==> src/rtl/pll_div_pkg.sv <==
package pll_div_pkg;
  typedef enum logic [1:0] {
    MODE_HALF   = 2'd0,
    MODE_SWAL   = 2'd1,
    MODE_DIRECT = 2'd2
  } div_mode_e;
endpackage

==> src/rtl/pll_div_cfg.sv <==
module pll_div_cfg
  import pll_div_pkg::*;
#(
  parameter int W        = 16,
  parameter int SWB      = 4,
  parameter int MIN_MAIN = 2
) (
  input  logic [W-1:0]   word,
  input  logic           band_am,
  input  logic           swallow_en,
  output div_mode_e      mode_ld,
  output logic [W-1:0]   main_ld,
  output logic [SWB-1:0] swal_ld
);
  localparam int HW = W - SWB;
  localparam logic [W-1:0] MIN_L    = W'(MIN_MAIN);
  localparam logic [W-1:0] MIN_SW_L = W'(2 ** SWB);

  logic [W-1:0] upper;

  assign upper = {{SWB{1'b0}}, word[W-1:SWB]};

  always_comb begin
    if (!band_am)       mode_ld = MODE_HALF;
    else if (swallow_en) mode_ld = MODE_SWAL;
    else                 mode_ld = MODE_DIRECT;
  end

  always_comb begin
    main_ld = MIN_L;
    swal_ld = '0;
    unique case (mode_ld)
      MODE_HALF: begin
        main_ld = (word < MIN_L) ? MIN_L : word;
      end
      MODE_SWAL: begin
        if (upper < MIN_SW_L) begin
          main_ld = MIN_SW_L;
          swal_ld = '0;
        end else begin
          main_ld = upper;
          swal_ld = word[SWB-1:0];
        end
      end
      default: begin
        main_ld = (upper < MIN_L) ? MIN_L : upper;
      end
    endcase
  end

  logic unused_hw;
  assign unused_hw = (HW > 0);
endmodule

==> src/rtl/pll_div_presc.sv <==
module pll_div_presc
  import pll_div_pkg::*;
#(
  parameter int SWB = 4
) (
  input  logic      clk,
  input  logic      rst_n,
  input  div_mode_e mode_nx,
  input  logic      mod_nx,
  output logic      tick
);
  localparam int P  = 2 ** SWB;
  localparam int CW = SWB + 1;

  logic [CW-1:0] pre_q, pre_d;

  assign tick = (pre_q == '0);

  always_comb begin
    if (tick) begin
      unique case (mode_nx)
        MODE_HALF: pre_d = CW'(1);
        MODE_SWAL: pre_d = mod_nx ? CW'(P) : CW'(P - 1);
        default:   pre_d = '0;
      endcase
    end else begin
      pre_d = pre_q - CW'(1);
    end
  end

  always_ff @(posedge clk or negedge rst_n) begin
    if (!rst_n) pre_q <= '0;
    else        pre_q <= pre_d;
  end
endmodule

==> src/rtl/pll_div_count.sv <==
module pll_div_count
  import pll_div_pkg::*;
#(
  parameter int W   = 16,
  parameter int SWB = 4
) (
  input  logic           clk,
  input  logic           rst_n,
  input  logic           tick,
  input  div_mode_e      mode_ld,
  input  logic [W-1:0]   main_ld,
  input  logic [SWB-1:0] swal_ld,
  output logic           tc,
  output div_mode_e      mode_q,
  output div_mode_e      mode_nx,
  output logic           mod_nx,
  output logic           mod_hi,
  output logic           pulse
);
  logic [W-1:0]   main_q, main_d;
  logic [SWB-1:0] swal_q, swal_d;
  div_mode_e      mode_d;
  logic           armed_q, armed_d;
  logic           pulse_q, pulse_d;
  logic           mod_q;
  logic           cnt_en;

  assign cnt_en = tick;
  assign tc     = tick && (main_q == W'(1));

  always_comb begin
    main_d = main_q;
    swal_d = swal_q;
    mode_d = mode_q;
    if (tc) begin
      main_d = main_ld;
      swal_d = swal_ld;
      mode_d = mode_ld;
    end else if (tick) begin
      main_d = main_q - W'(1);
      swal_d = (swal_q != '0) ? swal_q - SWB'(1) : swal_q;
    end
  end

  assign mode_nx = mode_d;
  assign mod_nx  = (mode_d == MODE_SWAL) && (swal_d != '0);
  assign armed_d = armed_q | tc;
  assign pulse_d = tc & armed_q;

  always_ff @(posedge clk or negedge rst_n) begin
    if (!rst_n) begin
      main_q <= W'(1);
      swal_q <= '0;
      mode_q <= MODE_DIRECT;
    end else if (cnt_en) begin
      main_q <= main_d;
      swal_q <= swal_d;
      mode_q <= mode_d;
    end
  end

  always_ff @(posedge clk or negedge rst_n) begin
    if (!rst_n) begin
      armed_q <= 1'b0;
      pulse_q <= 1'b0;
      mod_q   <= 1'b0;
    end else begin
      armed_q <= armed_d;
      pulse_q <= pulse_d;
      mod_q   <= mod_nx;
    end
  end

  assign mod_hi = mod_q;
  assign pulse  = pulse_q;
endmodule

==> src/rtl/pll_div_top.sv <==
module pll_div_top
  import pll_div_pkg::*;
#(
  parameter int W        = 16,
  parameter int SWB      = 4,
  parameter int MIN_MAIN = 2
) (
  input  logic         clk,
  input  logic         rst_n,
  input  logic [W-1:0] div_word,
  input  logic         band_am,
  input  logic         swallow_en,
  output logic         div_pulse,
  output logic         mod_hi
);
  logic           rst_s1, rst_s2;
  logic           rst_sync_n;
  div_mode_e      mode_ld, mode_q, mode_nx;
  logic [W-1:0]   main_ld;
  logic [SWB-1:0] swal_ld;
  logic           tick, tc, mod_nx;

  always_ff @(posedge clk or negedge rst_n) begin
    if (!rst_n) begin
      rst_s1 <= 1'b0;
      rst_s2 <= 1'b0;
    end else begin
      rst_s1 <= 1'b1;
      rst_s2 <= rst_s1;
    end
  end
  assign rst_sync_n = rst_s2;

  pll_div_cfg #(.W(W), .SWB(SWB), .MIN_MAIN(MIN_MAIN)) u_cfg (
    .word       (div_word),
    .band_am    (band_am),
    .swallow_en (swallow_en),
    .mode_ld    (mode_ld),
    .main_ld    (main_ld),
    .swal_ld    (swal_ld)
  );

  pll_div_presc #(.SWB(SWB)) u_presc (
    .clk     (clk),
    .rst_n   (rst_sync_n),
    .mode_nx (mode_nx),
    .mod_nx  (mod_nx),
    .tick    (tick)
  );

  pll_div_count #(.W(W), .SWB(SWB)) u_count (
    .clk     (clk),
    .rst_n   (rst_sync_n),
    .tick    (tick),
    .mode_ld (mode_ld),
    .main_ld (main_ld),
    .swal_ld (swal_ld),
    .tc      (tc),
    .mode_q  (mode_q),
    .mode_nx (mode_nx),
    .mod_nx  (mod_nx),
    .mod_hi  (mod_hi),
    .pulse   (div_pulse)
  );
endmodule

==> config.mk <==
export PLATFORM = sky130hd
export DESIGN_NAME = pll_div_top
export DESIGN_NICKNAME = d
export VERILOG_FILES = /design/src/rtl/pll_div_pkg.sv /design/src/rtl/pll_div_cfg.sv /design/src/rtl/pll_div_presc.sv /design/src/rtl/pll_div_count.sv /design/src/rtl/pll_div_top.sv
export SDC_FILE = /design/constraint.sdc
export NUM_CORES = 1
export LEC_CHECK = 0
export BUFFER_PORTS_ARGS = -buffer_cell sky130_fd_sc_hd__buf_2
export CAP_MARGIN = 20
export CORE_ASPECT_RATIO = 0.9
export CORE_MARGIN = 4
export CORE_UTILIZATION = 45
export CTS_BUF_LIST = sky130_fd_sc_hd__clkbuf_8
export DETAILED_ROUTE_END_ITERATION = 8
export PLACE_DENSITY = 0.61
export SLEW_MARGIN = 0
export SYNTH_ARGS = -nofsm -noshare
export SYNTH_HDL_FRONTEND = slang
export SYNTH_HIERARCHICAL = 1
export SYNTH_SLANG_ARGS = --single-unit
==> constraint.sdc <==
create_clock -name clk -period 1.61 [get_ports clk]
set_input_delay 0 -clock clk [delete_from_list [all_inputs] [get_ports clk]]
set_output_delay 0 -clock clk [all_outputs]
set_load 0.01 [all_outputs]
==> results.cfg <==
[run_status]
outcome = complete, but fails checks
failed_checks = negative setup slack

[setup_path]
crit_required_ns = 1.77
cp_common_cell = nor3b_4
critical-path-max-stage-delay_ns = 0.49
crit_slowest_cell = or4b_4
worstReg2RegEnd = u_presc/pre_q[3]
cp_num_buf_inv = 3
r2r_slack_ns = -0.91
cp_cell_sequence = inv_1, ha_2, or4b_4, inv_6, o21ai_2, mux2_2, nor3b_4, o41ai_4, buf_4, nor3b_4, nor2_4, a31oi_1
crit_fanout = 5
critical_path_class = register to register
critical_path_arrival_ns = 2.68
endpoint_kind = register
crit_family = simple AND/OR/NAND/NOR gates
reg2reg_from = u_presc/pre_q[1]
cp-start-kind = register
ff2ff_path_depth = 12

[logic_synthesis]
ys_seq_area_frac = 0.3905
ys_ff_latch = 32
ys.flop_type = dfrtp_1
synth_edf_count = 0
synthCells = 234
netlist-cell-type-count = 56
syn_area_um2 = 2057
synthTopCellsByArea = dfrtp_1 (36%), o21ai_0 (5.4%), mux2_1 (3.8%)
yosysWarningCount = 6
synth_nets = 258
synth_top_area_share = 0.3650
async_flop_share = 1.000
avgSynthCellArea_um2 = 8.790
synth_largest_area_cell = dfrtp_1

[sta]
fin_ws_ns = -0.9051
finalClockSkew_ns = 0.009446
layout_min_cycle_time_ns = 2.515
finalCritPeriodShare = 1.562
max_freq_mhz = 397.6
setup_viol = 30
hold_viol_final = 0
slew_violations = 0
rsz0062_at_grt = true

[grt]
grt_max_degree = 31
grt-ovfl-total = 0
antenna_found_initial = 0
grt_pass1_wl_mm = 10.12
grt_pass1_vias = 2122
track_usage = 0.2292

[cells_and_area]
design_area_um2 = 3281
drive_above_1_share = 0.4792
instances_no_fill = 398
final_cell_mix = buf_4 (68), dfrtp_1 (30), buf_2 (21)
syn2layout_area_growth_pct = 59.49
final_common_cell = buf_4
utilization = 0.7403
antenna_cells = 0
fin_nets = 359
regArea_um2 = 803.3
fill_cells = 328
multiInputGateArea_um2 = 1384

[floorplanning]
chipWidth_um = 79.27
die_area_um2 = 5718
io_pins = 22
core_um2 = 4432
start_util = 0.4641
chipHeight_um = 72.14
num_rows = 23

[clock_tree]
worstSkewPairLatency_ns = 0.29
cts_max_level = 2
cts_inserted_buffers = 5
cts.reportedPaths.clkPinSlew_ns = 0.06
cts-root-buf = clkbuf_8
cts.sinks = 32
tritoncts = done
clock_path_buffers = 2

[power_and_ir_drop]
power.leakage_nw = 1.566
cellPowerDensity_nw_per_um2 = 692.7
ir_worst_vdd_mv = 0.4766
power_mw = 2.272

[placement]
hpwl_mm = 4.150
routabilityCongestion = 0.8691
io_buffers = 21
post-place-ws_ns = -0.9409
dp_cells = 372
place_area_um2 = 2710

[detailed_routing]
wire_per_inst_um = 16.18
dr_total_vias = 2156
drt_iter0_drc = 141
drc = 0
ant_nets = 0
viasPerCell = 5.417
routed_wl_mm = 6.439
drtPass1Iterations = 4

[run]
maxCapViolations = 0

[worst_hold_path]
min_path_type = primary input to asynchronous set/reset pin
state kept, by name, indices dropped and copies added, names as in the netlist:
signal	flops
u_count/main_q	16
u_presc/pre_q	5
rst_s1	1
rst_s2	1
u_count/mod_hi	1
u_count/pulse	1
u_count/mode_q	2
u_count/armed_q	1
u_count/swal_q	4
cells by family after synthesis:
group | Yosys count | share of synthesized area
AOI/OAI and AO/OA | 71 | 0.2214
xor gates and xnor gates | 3 | 0.01278
adders and majority gates | 4 | 0.02433
buffers and inverters | 32 | 0.06630
DFF | 32 | 0.3905
muxes | 11 | 0.05840
other | 1 | 0.001823
and+or+nand+nor | 80 | 0.2245
synthesized netlist by cell type, types with 2 or more instances:
cell,count
clkbuf_1,2
and2_1,7
a31oi_1,4
inv_1,19
nand2_1,20
dfstp_2,2
xnor2_1,2
a21oi_1,11
nor2_1,12
mux2_1,7
nor3_1,7
o2bb2ai_1,5
a22oi_1,9
o22ai_1,2
nand2b_1,2
dfrtp_1,30
a22o_1,2
and4_1,2
inv_2,2
o21ai_1,3
ha_1,4
nor3b_1,3
buf_2,6
nor2b_1,6
nor4_2,2
o21ai_0,22
mux2i_1,3
o31ai_1,3
nor4_1,3
nand3_1,4
a2bb2oi_1,2
or4_1,2
worst max path at each step:
stage | start | to | slack, ns | cells past startpoint
4_1_cts | u_presc/pre_q[1] | u_presc/pre_q[0] | -0.83 | 11
5_1_grt | u_presc/pre_q[1] | u_presc/pre_q[3] | -1.03 | 12
3_3_place_gp | u_presc/pre_q[1] | u_presc/pre_q[3] | -0.89 | 12
2_1_floorplan | u_presc/pre_q[0] | u_presc/pre_q[3] | -1.05 | 13
6_report | u_presc/pre_q[1] | u_presc/pre_q[3] | -0.91 | 12
3_5_place_dp | u_presc/pre_q[1] | u_presc/pre_q[3] | -0.94 | 12
layout make-up:
cell class / count / area share
Multi-Input combinational cell: 170 / 0.4218
Timing Repair Buffer: 104 / 0.2532
Sequential cell: 32 / 0.2449
Inverter: 22 / 0.02822
Clock buffer: 6 / 0.02517
Tap cell: 62 / 0.02365
Clock inverter: 2 / 0.003051
worst register-to-register path, cell delays in order (launching register included):
cell and delay [ns]:
dfrtp_1 0.38, inv_1 0.06, ha_2 0.16, or4b_4 0.49, inv_6 0.10, o21ai_2 0.06, mux2_2 0.27, nor3b_4 0.16
o41ai_4 0.32, buf_4 0.19, nor3b_4 0.05, nor2_4 0.10, a31oi_1 0.05
power breakdown:
part / total, mW / switching, mW / leakage, nW / internal, mW
clock: 0.664 / 0.323 / 0.0510 / 0.341
sequential: 0.893 / 0.0295 / 0.367 / 0.863
combinational: 0.715 / 0.336 / 1.15 / 0.379
total: 2.27 / 0.689 / 1.57 / 1.58
per-stage QoR:
stage | setup TNS (ns) | hold WS (ns)
after floorplan | -18.46 | -0.2956
after global placement | -18.68 | -0.2149
after detailed placement | -20.09 | -0.2127
after CTS | -18.50 | 0.01470
after global routing | -25.26 | 0.02838
final | -21.94 | 0.02286
metal layers:
layer,vias up,global-route usage,wire [um]
met4,0,0.05725,70
met5,-,0,0
met1,1034,0.3127,2810
met3,9,0.05707,345
met2,63,0.3682,3212
li1,1050,-,-
repair_timing:
action / 4_1_cts / 5_1_grt
gates cloned: 0 / 2
hold buffers: 1 / 0
pin swaps: 28 / 12
gates resized for setup: 52 / 31
hold endpoints to repair: 2 / 0
setup buffers: 10 / 8
setup endpoints to repair: 30 / 30
No activity file was read; power rests on OpenSTA's default activity.
